## src/rtl/rxf_pkg.sv

```systemverilog
package rxf_pkg;
    localparam int          ADDR_BYTES    = 6;
    localparam int          ADDR_W        = ADDR_BYTES * 8;
    localparam int          CRC_W         = 32;
    localparam logic [31:0] CRC_POLY_REFL = 32'hEDB8_8320;
    localparam int          MIN_BINS_LOG2 = 6;
endpackage

```

## src/rtl/rxf_crc_byte.sv

```systemverilog
module rxf_crc_byte
    import rxf_pkg::*;
(
    input  logic [CRC_W-1:0] crc_in,
    input  logic [7:0]       data,
    output logic [CRC_W-1:0] crc_out
);
    logic [CRC_W-1:0] acc;

    always_comb begin
        acc = crc_in ^ {{(CRC_W-8){1'b0}}, data};
        for (int i = 0; i < 8; i++) begin
            acc = acc[0] ? ((acc >> 1) ^ CRC_POLY_REFL) : (acc >> 1);
        end
        crc_out = acc;
    end
endmodule

```

## src/rtl/rxf_hash_bin.sv

```systemverilog
module rxf_hash_bin
    import rxf_pkg::*;
#(
    parameter int MAX_BINS_LOG2 = 8,
    localparam int TBL_BITS     = 1 << MAX_BINS_LOG2
) (
    input  logic [CRC_W-1:0]    crc_raw,
    input  logic [3:0]          bins_log2,
    input  logic [TBL_BITS-1:0] table_bits,
    output logic                bins_ok,
    output logic                bin_hit
);
    logic [CRC_W-1:0]         fin;
    logic [CRC_W-1:0]         rev;
    logic [MAX_BINS_LOG2-1:0] idx_full;
    logic [MAX_BINS_LOG2-1:0] idx;
    logic [3:0]               shamt;

    always_comb begin
        fin = ~crc_raw;
        for (int i = 0; i < CRC_W; i++) begin
            rev[CRC_W-1-i] = fin[i];
        end
        idx_full = rev[CRC_W-1 -: MAX_BINS_LOG2];
        bins_ok  = (bins_log2 >= 4'(MIN_BINS_LOG2)) && (bins_log2 <= 4'(MAX_BINS_LOG2));
        shamt    = bins_ok ? (4'(MAX_BINS_LOG2) - bins_log2) : 4'd0;
        idx      = idx_full >> shamt;
        // word = idx[N-1:5], bit = idx[4:0]: the flat table position is idx itself
        bin_hit  = bins_ok && table_bits[idx];
    end
endmodule

```

## src/rtl/rxf_uc_match.sv

```systemverilog
module rxf_uc_match
    import rxf_pkg::*;
#(
    parameter int UC_ENTRIES = 4
) (
    input  logic [ADDR_W-1:0]            addr,
    input  logic [ADDR_W-1:0]            station,
    input  logic [ADDR_W*UC_ENTRIES-1:0] entries,
    input  logic [UC_ENTRIES-1:0]        enables,
    output logic                         hit
);
    logic [UC_ENTRIES-1:0] ent_hit;

    for (genvar g = 0; g < UC_ENTRIES; g++) begin : g_ent
        assign ent_hit[g] = enables[g] && (addr == entries[g*ADDR_W +: ADDR_W]);
    end

    assign hit = (addr == station) || (|ent_hit);
endmodule

```

## src/rtl/rx_da_filter.sv

```systemverilog
module rx_da_filter
    import rxf_pkg::*;
#(
    parameter int UC_ENTRIES    = 4,
    parameter int MAX_BINS_LOG2 = 8,
    localparam int TBL_BITS     = 1 << MAX_BINS_LOG2,
    localparam int WIDX_W       = MAX_BINS_LOG2 - 5,
    localparam int CNT_W        = $clog2(ADDR_BYTES + 1)
) (
    input  logic                         clk,
    input  logic                         rst_n,
    input  logic                         da_valid,
    input  logic                         da_start,
    input  logic [7:0]                   da_byte,
    input  logic                         cfg_promisc,
    input  logic                         cfg_pass_mcast,
    input  logic                         cfg_hash_mcast,
    input  logic [3:0]                   cfg_bins_log2,
    input  logic                         hash_wr_en,
    input  logic [WIDX_W-1:0]            hash_wr_idx,
    input  logic [31:0]                  hash_wr_data,
    input  logic [ADDR_W-1:0]            station_addr,
    input  logic [ADDR_W*UC_ENTRIES-1:0] uc_addr,
    input  logic [UC_ENTRIES-1:0]        uc_enable,
    output logic                         decision_valid,
    output logic                         decision_accept
);
    typedef struct packed {
        logic                busy;
        logic [CNT_W-1:0]    cnt;
        logic [CRC_W-1:0]    crc;
        logic [ADDR_W-1:0]   addr;
        logic [TBL_BITS-1:0] tbl;
        logic                done;
        logic                accept;
    } state_t;

    state_t st_d, st_q;

    logic [CRC_W-1:0]  crc_seed;
    logic [CRC_W-1:0]  crc_nx;
    logic [ADDR_W-1:0] addr_nx;
    logic [CNT_W-1:0]  pos;
    logic              take;
    logic              last;
    logic              bins_ok;
    logic              bin_hit;
    logic              uc_hit;
    logic              is_mcast;
    logic              is_bcast;
    logic              accept_c;

    assign crc_seed = (da_valid && da_start) ? '1 : st_q.crc;

    rxf_crc_byte u_crc (
        .crc_in  (crc_seed),
        .data    (da_byte),
        .crc_out (crc_nx)
    );

    rxf_hash_bin #(.MAX_BINS_LOG2(MAX_BINS_LOG2)) u_bin (
        .crc_raw    (crc_nx),
        .bins_log2  (cfg_bins_log2),
        .table_bits (st_q.tbl),
        .bins_ok    (bins_ok),
        .bin_hit    (bin_hit)
    );

    rxf_uc_match #(.UC_ENTRIES(UC_ENTRIES)) u_uc (
        .addr    (addr_nx),
        .station (station_addr),
        .entries (uc_addr),
        .enables (uc_enable),
        .hit     (uc_hit)
    );

    always_comb begin
        pos     = da_start ? '0 : st_q.cnt;
        take    = da_valid && (da_start || st_q.busy);
        last    = take && (pos == CNT_W'(ADDR_BYTES - 1));
        addr_nx = st_q.addr;
        addr_nx[pos*8 +: 8] = da_byte;

        is_mcast = addr_nx[0];
        is_bcast = &addr_nx;
        if (cfg_promisc || is_bcast) begin
            accept_c = 1'b1;
        end else if (is_mcast) begin
            accept_c = cfg_pass_mcast || (cfg_hash_mcast && bins_ok && bin_hit);
        end else begin
            accept_c = uc_hit;
        end

        st_d      = st_q;
        st_d.done = 1'b0;
        if (take) begin
            st_d.crc  = crc_nx;
            st_d.addr = addr_nx;
            st_d.cnt  = pos + CNT_W'(1);
            st_d.busy = !last;
            if (last) begin
                st_d.done   = 1'b1;
                st_d.accept = accept_c;
            end
        end
        if (hash_wr_en) begin
            st_d.tbl[hash_wr_idx*32 +: 32] = hash_wr_data;
        end
    end

    always_ff @(posedge clk) begin
        if (!rst_n) begin
            st_q        <= '0;
            st_q.crc    <= '1;
        end else begin
            st_q <= st_d;
        end
    end

    assign decision_valid  = st_q.done;
    assign decision_accept = st_q.accept;
endmodule

```

## config.mk

```make
export PLATFORM = sky130hd
export DESIGN_NAME = rx_da_filter
export DESIGN_NICKNAME = d
export VERILOG_FILES = /design/src/rtl/rxf_pkg.sv /design/src/rtl/rxf_crc_byte.sv /design/src/rtl/rxf_hash_bin.sv /design/src/rtl/rxf_uc_match.sv /design/src/rtl/rx_da_filter.sv
export SDC_FILE = /design/constraint.sdc
export NUM_CORES = 1
export LEC_CHECK = 0
export BUFFER_PORTS_ARGS = -buffer_cell sky130_fd_sc_hd__buf_2
export CORE_MARGIN = 1.5
export CORE_UTILIZATION = 60
export CTS_CLUSTER_SIZE = 25
export DETAILED_ROUTE_END_ITERATION = 7
export PLACE_DENSITY_LB_ADDON = 0.12
export SYNTH_ARGS = -nofsm -noshare
export SYNTH_HDL_FRONTEND = slang
export SYNTH_SLANG_ARGS = --single-unit
```

## constraint.sdc

```tcl
create_clock -name clk -period 7.8 [get_ports clk]
set_input_delay 0.78 -clock clk [delete_from_list [all_inputs] [get_ports clk]]
set_output_delay 0.78 -clock clk [all_outputs]
set_load 0.03 [all_outputs]
```

==> metrics <==
outcome=finished, final reports clean; DR vias/cell=6.128; Startpoint Class=input port; Syn-to-layout area delta=14.25%; CP Max Fanout=15; DIE WIDTH=187.1 um; Worst Path Required=8.22 ns; Post-synth EDFFs=0; yosys warns=0; # IOs=301; core area=0.03345 mm2; first-pass GRT wire length=107500 um; clock sink count=342; Critical R2R Launch=st_q[338]$_SDFFE_PN0P_; largest net degree at the start of global routing=149; Starting Density=60.83%; CP arrival=5.96 ns; final setup slack of the worst path=2.263 ns; RePlAce Congestion=1.076; Hold Violations, Final=0; prevailing post-synth register cell=dfxtp_1; post-synth top area cell=dfxtp_1; worst r2r path cells=15; worst-case hold path end point=st_q[132]$_SDFFE_PN0P_; Hold Path Class=reg2reg; Synth cell types=73; Post-Synthesis Cells=2511; fin crit share=70.99%; Setup TNS=0 ns; initial antenna violation count=4; First-pass DRT Iterations=6; pwr/cell area=230.8 mW/mm2; register area share after synthesis=33.65%; pre-CTS setup slack=1.871 ns; TritonCTS clock tree=done; # rows=67; RSZ-0062 raised after global routing=no; DR vias=19510; Post-Syn Nets=2819; Leak=9.391 nW; Worst-path clk slew=0.06 ns; Num CTS Buffers=37; asr flop ratio synth=0%; setup bufs post-CTS=0; ratio of cells with drive above 1 in the final layout=16.58%; hold-fix buffers at CTS=0; fin. max-slew vios=0; Worst-Margin Slew=1.340 ns; H-tree depth=2; Total Routed Length=70920 um; fmax=180.6 MHz; post-DP HPWL=49960 um; wire length per cell=22.27 um; crit path time final=5.537 ns; final setup fails=0; Clk Latency, worst-skew pair=0.57 ns; Placed Cells=3114; Syn Area/Cell=8.103 um2; MaxCap Viol Count=0; DRT iter0 DRCs=1916; die area=0.03502 mm2; Yosys reg bits=342; total global routing overflow=0; port bufs=300; Reg-to-Reg End=decision_accept$_SDFFE_PN0P_; Resize count post-CTS=0; chip height=187.1 um; R2R Setup Slk=2.30 ns; Layout Nets=3013; top cell type's share of synthesized area=33.65%; kind of critical path=in2reg; Non-Filler Instances=3184; WHS=0.4663 ns; Clock Tree Buf Depth=3; Hold Crit Start=st_q[132]$_SDFFE_PN0P_; worst vdd ir=0.0001957 V; CTS root buf=clkbuf_16; total track usage=39.26%; main area contributors after synthesis=dfxtp_1 34%, nand2_1 10%, xor2_1 8.1%; mapped cell area=0.02035 mm2; clk_skew=0.02650 ns; DRC viols=0; Post-DRT Antenna Nets=0; CP endpoint kind=flop; WHS Path Cells=2; Worst slew margin=8.087%; vias in the first global route=18840
worst max-delay path, stage by stage:
cell      delay, ns
buf_2          0.20
nor2b_1        0.48
inv_1          0.17
ha_1           0.27
ha_1           0.32
nor4_1         0.33
and3_1         0.51
mux2i_1        1.13
xor2_1         0.13
nand4_1        0.17
nor4_1         0.12
nand4_1        0.10
nand4_1        0.14
o22ai_1        0.23
nor4bb_1       0.68
o32ai_2        0.17
sequential cells by signal (all words and copies together) (netlist names):
signal and cells:
st_q 340, decision_valid 1, decision_accept 1
power by group:
part           switching (W)  internal (W)  total [W]
sequential         0.0000425       0.00180    0.00185
combinational        0.00109      0.000604    0.00169
clock               0.000759       0.00107    0.00183
final cells by class:
type,instances,area (um2)
Timing Repair Buffer,336,1780
Fill cell,2702,10200
Clock inverter,16,192.7
Inverter,14,52.55
Clock buffer,50,1066
Sequential cell,342,6847
Multi-Input combinational cell,1974,12740
Tap cell,448,560.5
Antenna cell,4,10.01
synthesized netlist by cell type (3+ instances only):
cell type and number:
nand2_1 568, dfxtp_1 342, xor2_1 188, a21boi_0 137, clkbuf_1 133, o21ai_0 131, xnor2_1 126, and2_1 125
mux2i_1 109, nand3_1 106, nor2_1 63, nand4_1 52, o211a_1 51, a21oi_1 44, nor4_1 40, o211ai_1 35
buf_2 29, nor3_1 21, and3_1 20, mux4_2 15, inv_1 14, a31oi_1 13, a311oi_1 12, nor2b_1 11
ha_1 9, a221oi_1 7, o22ai_1 7, buf_1 6, mux2_2 6, nand2b_1 6, or3_1 6, buf_6 5
o21a_1 5, a22oi_1 4, buf_4 4, o2111ai_1 4, nor3b_1 3, o311ai_0 3, or2_2 3, or4_1 3
xnor3_1 3
metrics by stage:
stage,power (W),area [um2],utilization [%]
6_report,0.005366,23250,69.50
5_1_grt,0.005525,23250,69.50
4_1_cts,0.005328,23240,69.47
3_5_place_dp,0.003524,21980,65.71
3_3_place_gp,0.003497,21980,65.71
2_1_floorplan,0.003020,20350,-
metal layers:
layer  wire length (um)  share of wire, %  vias up  global-route usage, %
met4               4182               5.9        2                  22.49
met2              33760                48     1004                  66.64
met1              27130                38     9261                  47.30
li1                   -                 -     9004                      -
met3               5796               8.2      241                  6.135
met5                 42             0.059        -                      0
cells by family (layout without fill, tap and decap cells):
kind of cell | after synthesis | count (layout) | share of synthesized area (%)
flip-flops | 342 | 342 | 33.65
AO/OA/AOI/OAI | 478 | 478 | 16.41
XOR/XNOR | 323 | 323 | 14.48
multiplexers | 131 | 131 | 7.410
buffers and inverters | 195 | 416 | 4.157
adder cells (fa/ha/maj) | 9 | 9 | 0.5535
other | 0 | 4 | 0
AND/OR/NAND/NOR | 1033 | 1033 | 23.34
cells in the final DEF (no fill, tap or decap), types with 102 or more instances in the layout:
cell	instances
nand2_1	568
dfxtp_1	342
buf_2	299
xor2_1	188
a21boi_0	137
o21ai_0	131
xnor2_1	126
and2_1	125
mux2i_1	109
nand3_1	102
how the worst max path moves through the flow:
stage	from	end	slack (ns)
after CTS	da_start	decision_accept$_SDFFE_PN0P_	2.45
after floorplan	da_start	decision_accept$_SDFFE_PN0P_	3.29
after global placement	da_start	decision_accept$_SDFFE_PN0P_	2.05
after global routing	da_start	decision_accept$_SDFFE_PN0P_	2.06
after detailed placement	da_start	decision_accept$_SDFFE_PN0P_	1.87
final	da_start	decision_accept$_SDFFE_PN0P_	2.26
Note: power is estimated with default switching activity, not from simulation.
